`config.mk`:
```
export PLATFORM = sky130hd
export DESIGN_NAME = hsk_flow_ctrl
export DESIGN_NICKNAME = d
export VERILOG_FILES = /design/src/rtl/hsk_pkg.sv /design/src/rtl/hsk_cts_sync.sv /design/src/rtl/hsk_rts_hyst.sv /design/src/rtl/hsk_cts_gate.sv /design/src/rtl/hsk_flow_ctrl.sv
export SDC_FILE = /design/constraint.sdc
export NUM_CORES = 1
export LEC_CHECK = 0
export BUFFER_PORTS_ARGS = -buffer_cell sky130_fd_sc_hd__buf_4
export CAP_MARGIN = 20
export CORE_AREA = 2 2 39 41
export DETAILED_ROUTE_END_ITERATION = 10
export DIE_AREA = 0 0 41 43
export PLACE_DENSITY = 0.78
export SKIP_CTS_REPAIR_TIMING = 1
export SYNTH_ARGS = -nofsm -noshare
export SYNTH_HDL_FRONTEND = slang
export SYNTH_SLANG_ARGS = --single-unit
```
`constraint.sdc`:
```
create_clock -name clk -period 1 [get_ports clk]
set_input_delay 0.05 -clock clk [delete_from_list [all_inputs] [get_ports clk]]
set_output_delay 0.05 -clock clk [all_outputs]
set_load 0.01 [all_outputs]
```
`src/rtl/hsk_pkg.sv`:
```
package hsk_pkg;

   // Receive-side hysteresis state: whether the far end may keep sending.
   typedef enum logic {
      RX_HOLD_OFF = 1'b0,
      RX_CLEAR    = 1'b1
   } rx_room_e;

endpackage

```
`src/rtl/hsk_cts_sync.sv`:
```
module hsk_cts_sync #(
   parameter int STAGES = 2
) (
   input  logic clk,
   input  logic rst_n,
   input  logic async_n,
   output logic sync_n
);

   localparam int TOP = STAGES - 1;

   if (STAGES < 2) begin : g_bad_depth
      $error("hsk_cts_sync: STAGES must be at least 2");
   end

   logic [TOP:0] chain_q;

   // Shift toward the top bit; the reset value is the inactive (high) level.
   always_ff @(posedge clk or negedge rst_n) begin
      if (!rst_n) chain_q <= '1;
      else        chain_q <= {chain_q[TOP-1:0], async_n};
   end

   assign sync_n = chain_q[TOP];

endmodule

```
`src/rtl/hsk_rts_hyst.sv`:
```
module hsk_rts_hyst
   import hsk_pkg::*;
#(
   parameter int CNT_W = 7
) (
   input  logic             clk,
   input  logic             rst_n,
   input  logic [CNT_W-1:0] fill,
   input  logic [CNT_W-1:0] halt_at,
   input  logic [CNT_W-1:0] resume_at,
   output logic             room
);

   if (CNT_W < 1) begin : g_bad_width
      $error("hsk_rts_hyst: CNT_W must be at least 1");
   end

   rx_room_e room_q;
   logic     at_halt;
   logic     at_resume;

   assign at_halt   = (fill >= halt_at);
   assign at_resume = (fill <= resume_at);

   // Halt has priority; between the two levels the state is kept.
   always_ff @(posedge clk or negedge rst_n) begin
      if (!rst_n)         room_q <= RX_CLEAR;
      else if (at_halt)   room_q <= RX_HOLD_OFF;
      else if (at_resume) room_q <= RX_CLEAR;
   end

   assign room = (room_q == RX_CLEAR);

   AST_HALT_WITHDRAWS: assert property (@(posedge clk) disable iff (!rst_n)
      (fill >= halt_at) |=> (room_q == RX_HOLD_OFF));

   AST_RESUME_REISSUES: assert property (@(posedge clk) disable iff (!rst_n)
      ((fill < halt_at) && (fill <= resume_at)) |=> (room_q == RX_CLEAR));

   AST_BAND_KEEPS: assert property (@(posedge clk) disable iff (!rst_n)
      ((fill > resume_at) && (fill < halt_at)) |=> $stable(room_q));

endmodule

```
`src/rtl/hsk_cts_gate.sv`:
```
module hsk_cts_gate (
   input  logic clk,
   input  logic rst_n,
   input  logic boundary,
   input  logic cts_active,
   output logic go
);

   logic go_q;

   // Sample clear-to-send only between characters; a started character completes.
   always_ff @(posedge clk or negedge rst_n) begin
      if (!rst_n)        go_q <= 1'b0;
      else if (boundary) go_q <= cts_active;
   end

   assign go = go_q;

   AST_GATE_MIDCHAR: assert property (@(posedge clk) disable iff (!rst_n)
      !boundary |=> $stable(go_q));

   AST_GATE_RESET_CLOSED: assert property (@(posedge clk)
      !rst_n |-> !go_q);

endmodule

```
`src/rtl/hsk_flow_ctrl.sv`:
```
module hsk_flow_ctrl #(
   parameter int CNT_W       = 7,
   parameter int SYNC_STAGES = 2
) (
   input  logic             clk,
   input  logic             rst_n,
   input  logic             rts_auto_en,
   input  logic             cts_auto_en,
   input  logic             sw_rts,
   input  logic [CNT_W-1:0] halt_lvl,
   input  logic [CNT_W-1:0] resume_lvl,
   input  logic [CNT_W-1:0] rx_fill,
   input  logic             cts_n,
   input  logic             char_bound,
   output logic             rts_n,
   output logic             tx_permit
);

   logic cts_sync_n;
   logic rx_room;
   logic gate_go;

   hsk_cts_sync #(
      .STAGES (SYNC_STAGES)
   ) u_sync (
      .clk     (clk),
      .rst_n   (rst_n),
      .async_n (cts_n),
      .sync_n  (cts_sync_n)
   );

   hsk_rts_hyst #(
      .CNT_W (CNT_W)
   ) u_hyst (
      .clk       (clk),
      .rst_n     (rst_n),
      .fill      (rx_fill),
      .halt_at   (halt_lvl),
      .resume_at (resume_lvl),
      .room      (rx_room)
   );

   hsk_cts_gate u_gate (
      .clk        (clk),
      .rst_n      (rst_n),
      .boundary   (char_bound),
      .cts_active (!cts_sync_n),
      .go         (gate_go)
   );

   assign rts_n     = rts_auto_en ? !rx_room : !sw_rts;
   assign tx_permit = cts_auto_en ? gate_go  : 1'b1;

   AST_PERMIT_NEEDS_BOUNDARY: assert property (@(posedge clk) disable iff (!rst_n)
      (cts_auto_en && !char_bound) |=> (!cts_auto_en || tx_permit == $past(tx_permit)));

   AST_SW_RTS_PATH: assert property (@(posedge clk) disable iff (!rst_n)
      (!rts_auto_en && sw_rts) |-> !rts_n);

endmodule

```
# Yosys cells after proc, flatten, opt, wreduce, memory -nomap -nowiden

Cells that the tools add are included.
W data, S select, Z words.

Output and inout bits: 2
Register bits after elaboration: 4
Input bits: 28

Multiplexer cells: 4
Order comparisons: 2
Reductions and logical operators: 4

Operator list:

| operator           | count |
|---|---|
| $ge A7 B7 Y1       | 1 |
| $le A7 B7 Y1       | 1 |
| $mux W1            | 4 |
| $logic_not A1 Y1   | 3 |
| $reduce_bool A2 Y1 | 1 |

# Depth between registers and ports, before layout

Word-level depth: 3
Mapped depth: 6
Mapped depth without buffers: 6

# Cells and area by module

From an unflattened synthesis, not the netlist that was laid out.

Cells, all modules: 53
Area, all modules: 484.2 um^2

By module, submodules not included:

| module        | seq. area each (um^2) | area each (um^2) | times used | cells an instance |
|---|---|---|---|---|
| hsk_rts_hyst  | 26.3                  | 371.6            | 1          | 46 |
| hsk_cts_sync  | 52.6                  | 52.6             | 1          | 2 |
| hsk_cts_gate  | 25.0                  | 40.0             | 1          | 2 |
| hsk_flow_ctrl | 0.0                   | 20.0             | 1          | 3 |

# Worst setup path after synthesis

OpenSTA, ideal clock, no wires.

Path type: in2reg
Start point: input port resume_lvl[4]
End point: register u_hyst.room_q, in the netlist u_hyst.room
Stages: 6
Setup time: 62 ps
Arrival time: 918 ps
Slack: 21 ps
Path buffers: 0
Path through: inv_1 ha_1 a211oi_1 nor2_1 nor3_1 o311a_1

Cells in the longest elaborated chain, start to end: 2

Ends and longest elaborated chain:

| item                                | line                | text |
|---|---|---|
| from (decl)                         | hsk_flow_ctrl.sv:11 | `input logic [CNT_W-1:0] resume_lvl,` |
| $le A7 B7 Y1                        | hsk_rts_hyst.sv:23  | `assign at_resume = (fill <= resume_at);` |
| $reduce_bool A2 Y1 (no source line) | -                   |  |
| to (signal assigned)                | hsk_rts_hyst.sv:27  | `if (!rst_n) room_q <= RX_CLEAR;` |
| to (signal assigned)                | hsk_rts_hyst.sv:28  | `else if (at_halt) room_q <= RX_HOLD_OFF;` |
| to (signal assigned)                | hsk_rts_hyst.sv:29  | `else if (at_resume) room_q <= RX_CLEAR;` |
| to (decl)                           | hsk_rts_hyst.sv:18  | `rx_room_e room_q;` |

Every way passes these cells.
A chain may end at the register's enable or synchronous reset.

# Worst setup path after layout

Start point: register u_hyst.room_q, in the netlist u_hyst.room
End point: output port rts_n

Cells in the longest elaborated chain, start to end: 2

Ends and longest elaborated chain:

| item             | line                | text |
|---|---|---|
| $logic_not A1 Y1 | hsk_flow_ctrl.sv:51 | `assign rts_n = rts_auto_en ? !rx_room : !sw_rts;` |
| $mux W1          | hsk_flow_ctrl.sv:51 |  |
| to (decl)        | hsk_flow_ctrl.sv:15 | `output logic rts_n,` |

Every way passes these cells.

==> summary.md <==
| Metric | Value |
|---|---|
| Maximum clock path buffer count | 2 |
| Family with the most delay on the worst path | flip-flops |
| Initial antenna violation count | 0 |
| Most used DFF post-synth | dfstp_2 |
| Synth Area in XOR/XNOR | 0 |
| Worst-Skew Late Latency | 240 ps |
| Unrepaired setup endpoints after global routing | true |
| Ys Warns | 0 |
| Final nets | 131 |
| CP Launch Type | flop |
| Grt total ovfl | 0 |
| Hold Violations, Final | 0 |
| F_max | 968 MHz |
| WS Path Type | flop to output port |
| Worst Reg-to-Reg Cells | 1 |
| Die width | 41 µm |
| Synthesized net count | 95 |
| CTS buffer count | 3 |
| Flops & latches, synth | 4 |
| Critical path required time | 950 ps |
| Status | complete, but fails checks |
| Initial Util | 0.335 |
| Register area | 104 µm² |
| Register area share after synthesis | 0.224 |
| Vias/cell | 4.55 |
| First-pass DRT Iterations | 4 |
| Synth top cells by count | 14 x ha_1, 14 x inv_1, 4 x a21oi_1 |
| Critical path's largest stage delay | 530 ps |
| Post-synth ARST share | 1.00 |
| Core area | 1380 µm² |
| IO buf count | 29 |
| Rows | 14 |
| Main combinational cell family by area after synthesis | adder cells |
| Post-detail-place hpwl | 922 µm |
| Final min period | 1030 ps |
| Clock root buffer | clkbuf_4 |
| Drt drc | 0 |
| Cell variety after synth | 18 |
| DR WL/cell | 10.1 µm |
| Crit path arrival time | 980 ps |
| Crit path max fanout | 2 |
| Failing checks | negative setup slack |
| I/O pins | 30 |
| Clock sink count | 4 |
| Slew at the pin with the worst max-slew slack | 210 ps |
| Final Util | 0.546 |
| Filler cell count | 139 |
| Reg2reg start | u_hyst.room$_DFFE_PN1P_ |
| Area contributors post-synth | ha_1 38%, dfstp_2 17%, inv_1 11% |
| CTS tree | yes |
| Placer Congestion | 0.682 |
| Hold Path Sink | u_gate.go$_DFFE_PN0P_ |
| Overall power | 0.660 mW |
| Ratio of cells with drive above 1 in the final layout | 0.420 |
| First-pass GRT wire length | 1.56 mm |
| Maxcap violations | 0 |
| Area delta synth->final | 62.8% |
| Synth area leader | ha_1 |
| Buf+Inv Stages, Crit Path | 1 |
| Simple-gate share of the synthesized area | 0.0836 |
| Hold path cells | 2 |
| # diodes | 0 |
| Pleak | 0.442 nW |
| Max VDD drop | 0.508 mV |
| Hold_sp | char_bound |
| ANT nets after route | 0 |
| Multi-input logic area | 315 µm² |
| Worst R2R Setup Slack | 220 ps |
| Pre-CTS WS | -207 ps |
| Syn_area_per_cell | 8.76 µm² |
| Synthesized cell area | 464 µm² |
| Setup violators final | 1 |
| Largest net degree at the start of global routing | 5 |
| Kind of end point of the critical path | output port |
| PD cells | 874 nW/µm² |
| Number of global-route vias before repair | 442 |
| Worst Skew | 7.57 ps |
| Hold Crit Class | input pin to flop |
| Post-synthesis adder-cell area fraction | 0.377 |
| Die Area | 1760 µm² |
| Tcrit/Tclk final | 1.03 |
| All-Layer GR Usage | 0.125 |
| Clock-pin slew on the worst setup and hold paths | 40 ps |
| Post-synthesis compound-gate area fraction | 0.159 |
| Setup WS post-layout | -32.7 ps |
| Total Wirelength | 1.05 mm |
| Critical path, cell by cell | mux2i_1, buf_4 |
| Via count | 473 |
| Starting DRT DRC Count | 6 |
| Mux contribution to synthesized area | 0.0431 |
| Rel. slew slack | 0.859 |
| Synthesized netlist cell count | 53 |
| Final slew viol count | 0 |
| Worst r2r dst | u_hyst.room$_DFFE_PN1P_ |
| Post-synth EDFFs | 0 |
| Crit-path slowest cell | dfstp_2 |
| CTS H-Tree Depth | 1 |
| Post-synth top area share | 0.377 |
| Die H | 43 µm |
power by group:
group          total, mW  switching (mW)  internal (mW)
sequential         0.193         0.00624          0.186
clock              0.223          0.0725          0.150
combinational      0.245          0.0990          0.146
total              0.660           0.178          0.482
flip-flops by register name, indices dropped and copies added, names as in the netlist:
register and cells:
u_sync.chain_q 2, u_hyst.room 1, u_gate.go 1
layer usage:
layer / part of all wire / global-route usage / up-vias
met5: 0 / 0 / -
met4: 0 / 0.0600 / 0
met3: 0.065 / 0 / 0
met2: 0.55 / 0.219 / 17
met1: 0.38 / 0.147 / 203
li1: - / - / 253
worst max path at each step:
stage	from	end	slack, ps	cells past startpoint
2_1_floorplan	resume_lvl[4]	u_hyst.room$_DFFE_PN1P_	20	6
3_3_place_gp	rx_fill[6]	u_hyst.room$_DFFE_PN1P_	-130	6
3_5_place_dp	resume_lvl[6]	u_hyst.room$_DFFE_PN1P_	-210	7
4_1_cts	u_hyst.room$_DFFE_PN1P_	rts_n	-30	2
5_1_grt	u_hyst.room$_DFFE_PN1P_	rts_n	-60	2
6_report	u_hyst.room$_DFFE_PN1P_	rts_n	-30	2
cell families (layout without fill, tap and decap cells):
group           count (synthesis)  after routing
fa+ha+maj                      14             14
buf+inv                        14             49
compound gates                 11             11
simple gates                    8              8
flops                           4              4
mux                             2              2
final cells by class:
class                      instances  area share
timing repair buffer              31       0.315
multi-input combinational         35       0.417
clock buffer                       4      0.0348
inverter                          14      0.0695
sequential                         4       0.137
tap                               16      0.0265
cells in the final DEF (no fill, tap or decap):
master / synthesis / final
nand4_1: 1 / 1
ha_1: 14 / 14
nor2_1: 3 / 3
a211oi_1: 1 / 1
dfrtp_1: 1 / 1
a21o_1: 1 / 1
o2111a_1: 1 / 1
dfstp_2: 3 / 3
a21oi_2: 0 / 2
inv_1: 14 / 14
mux2i_1: 2 / 2
clkbuf_4: 0 / 3
nor3_1: 1 / 1
nand2_1: 1 / 1
a21oi_1: 4 / 2
nand3b_1: 1 / 1
buf_4: 0 / 29
o311a_1: 1 / 1
o21ai_0: 2 / 2
o31ai_1: 1 / 1
clkbuf_1: 0 / 1
nand3_1: 1 / 1
dlygate4sd3_1: 0 / 2
per-stage QoR:
stage	TNS (ps)	hold slack [ps]	area, µm²	std cells
detailed placement	-207	-152	702	98
finish	-32.7	6.70	756	104
global placement	-135	-152	702	98
CTS	-32.4	-406	728	102
global route	-58.7	8.87	756	104
floorplan	0	-246	464	53
Note: power is estimated with default switching activity, not from simulation.
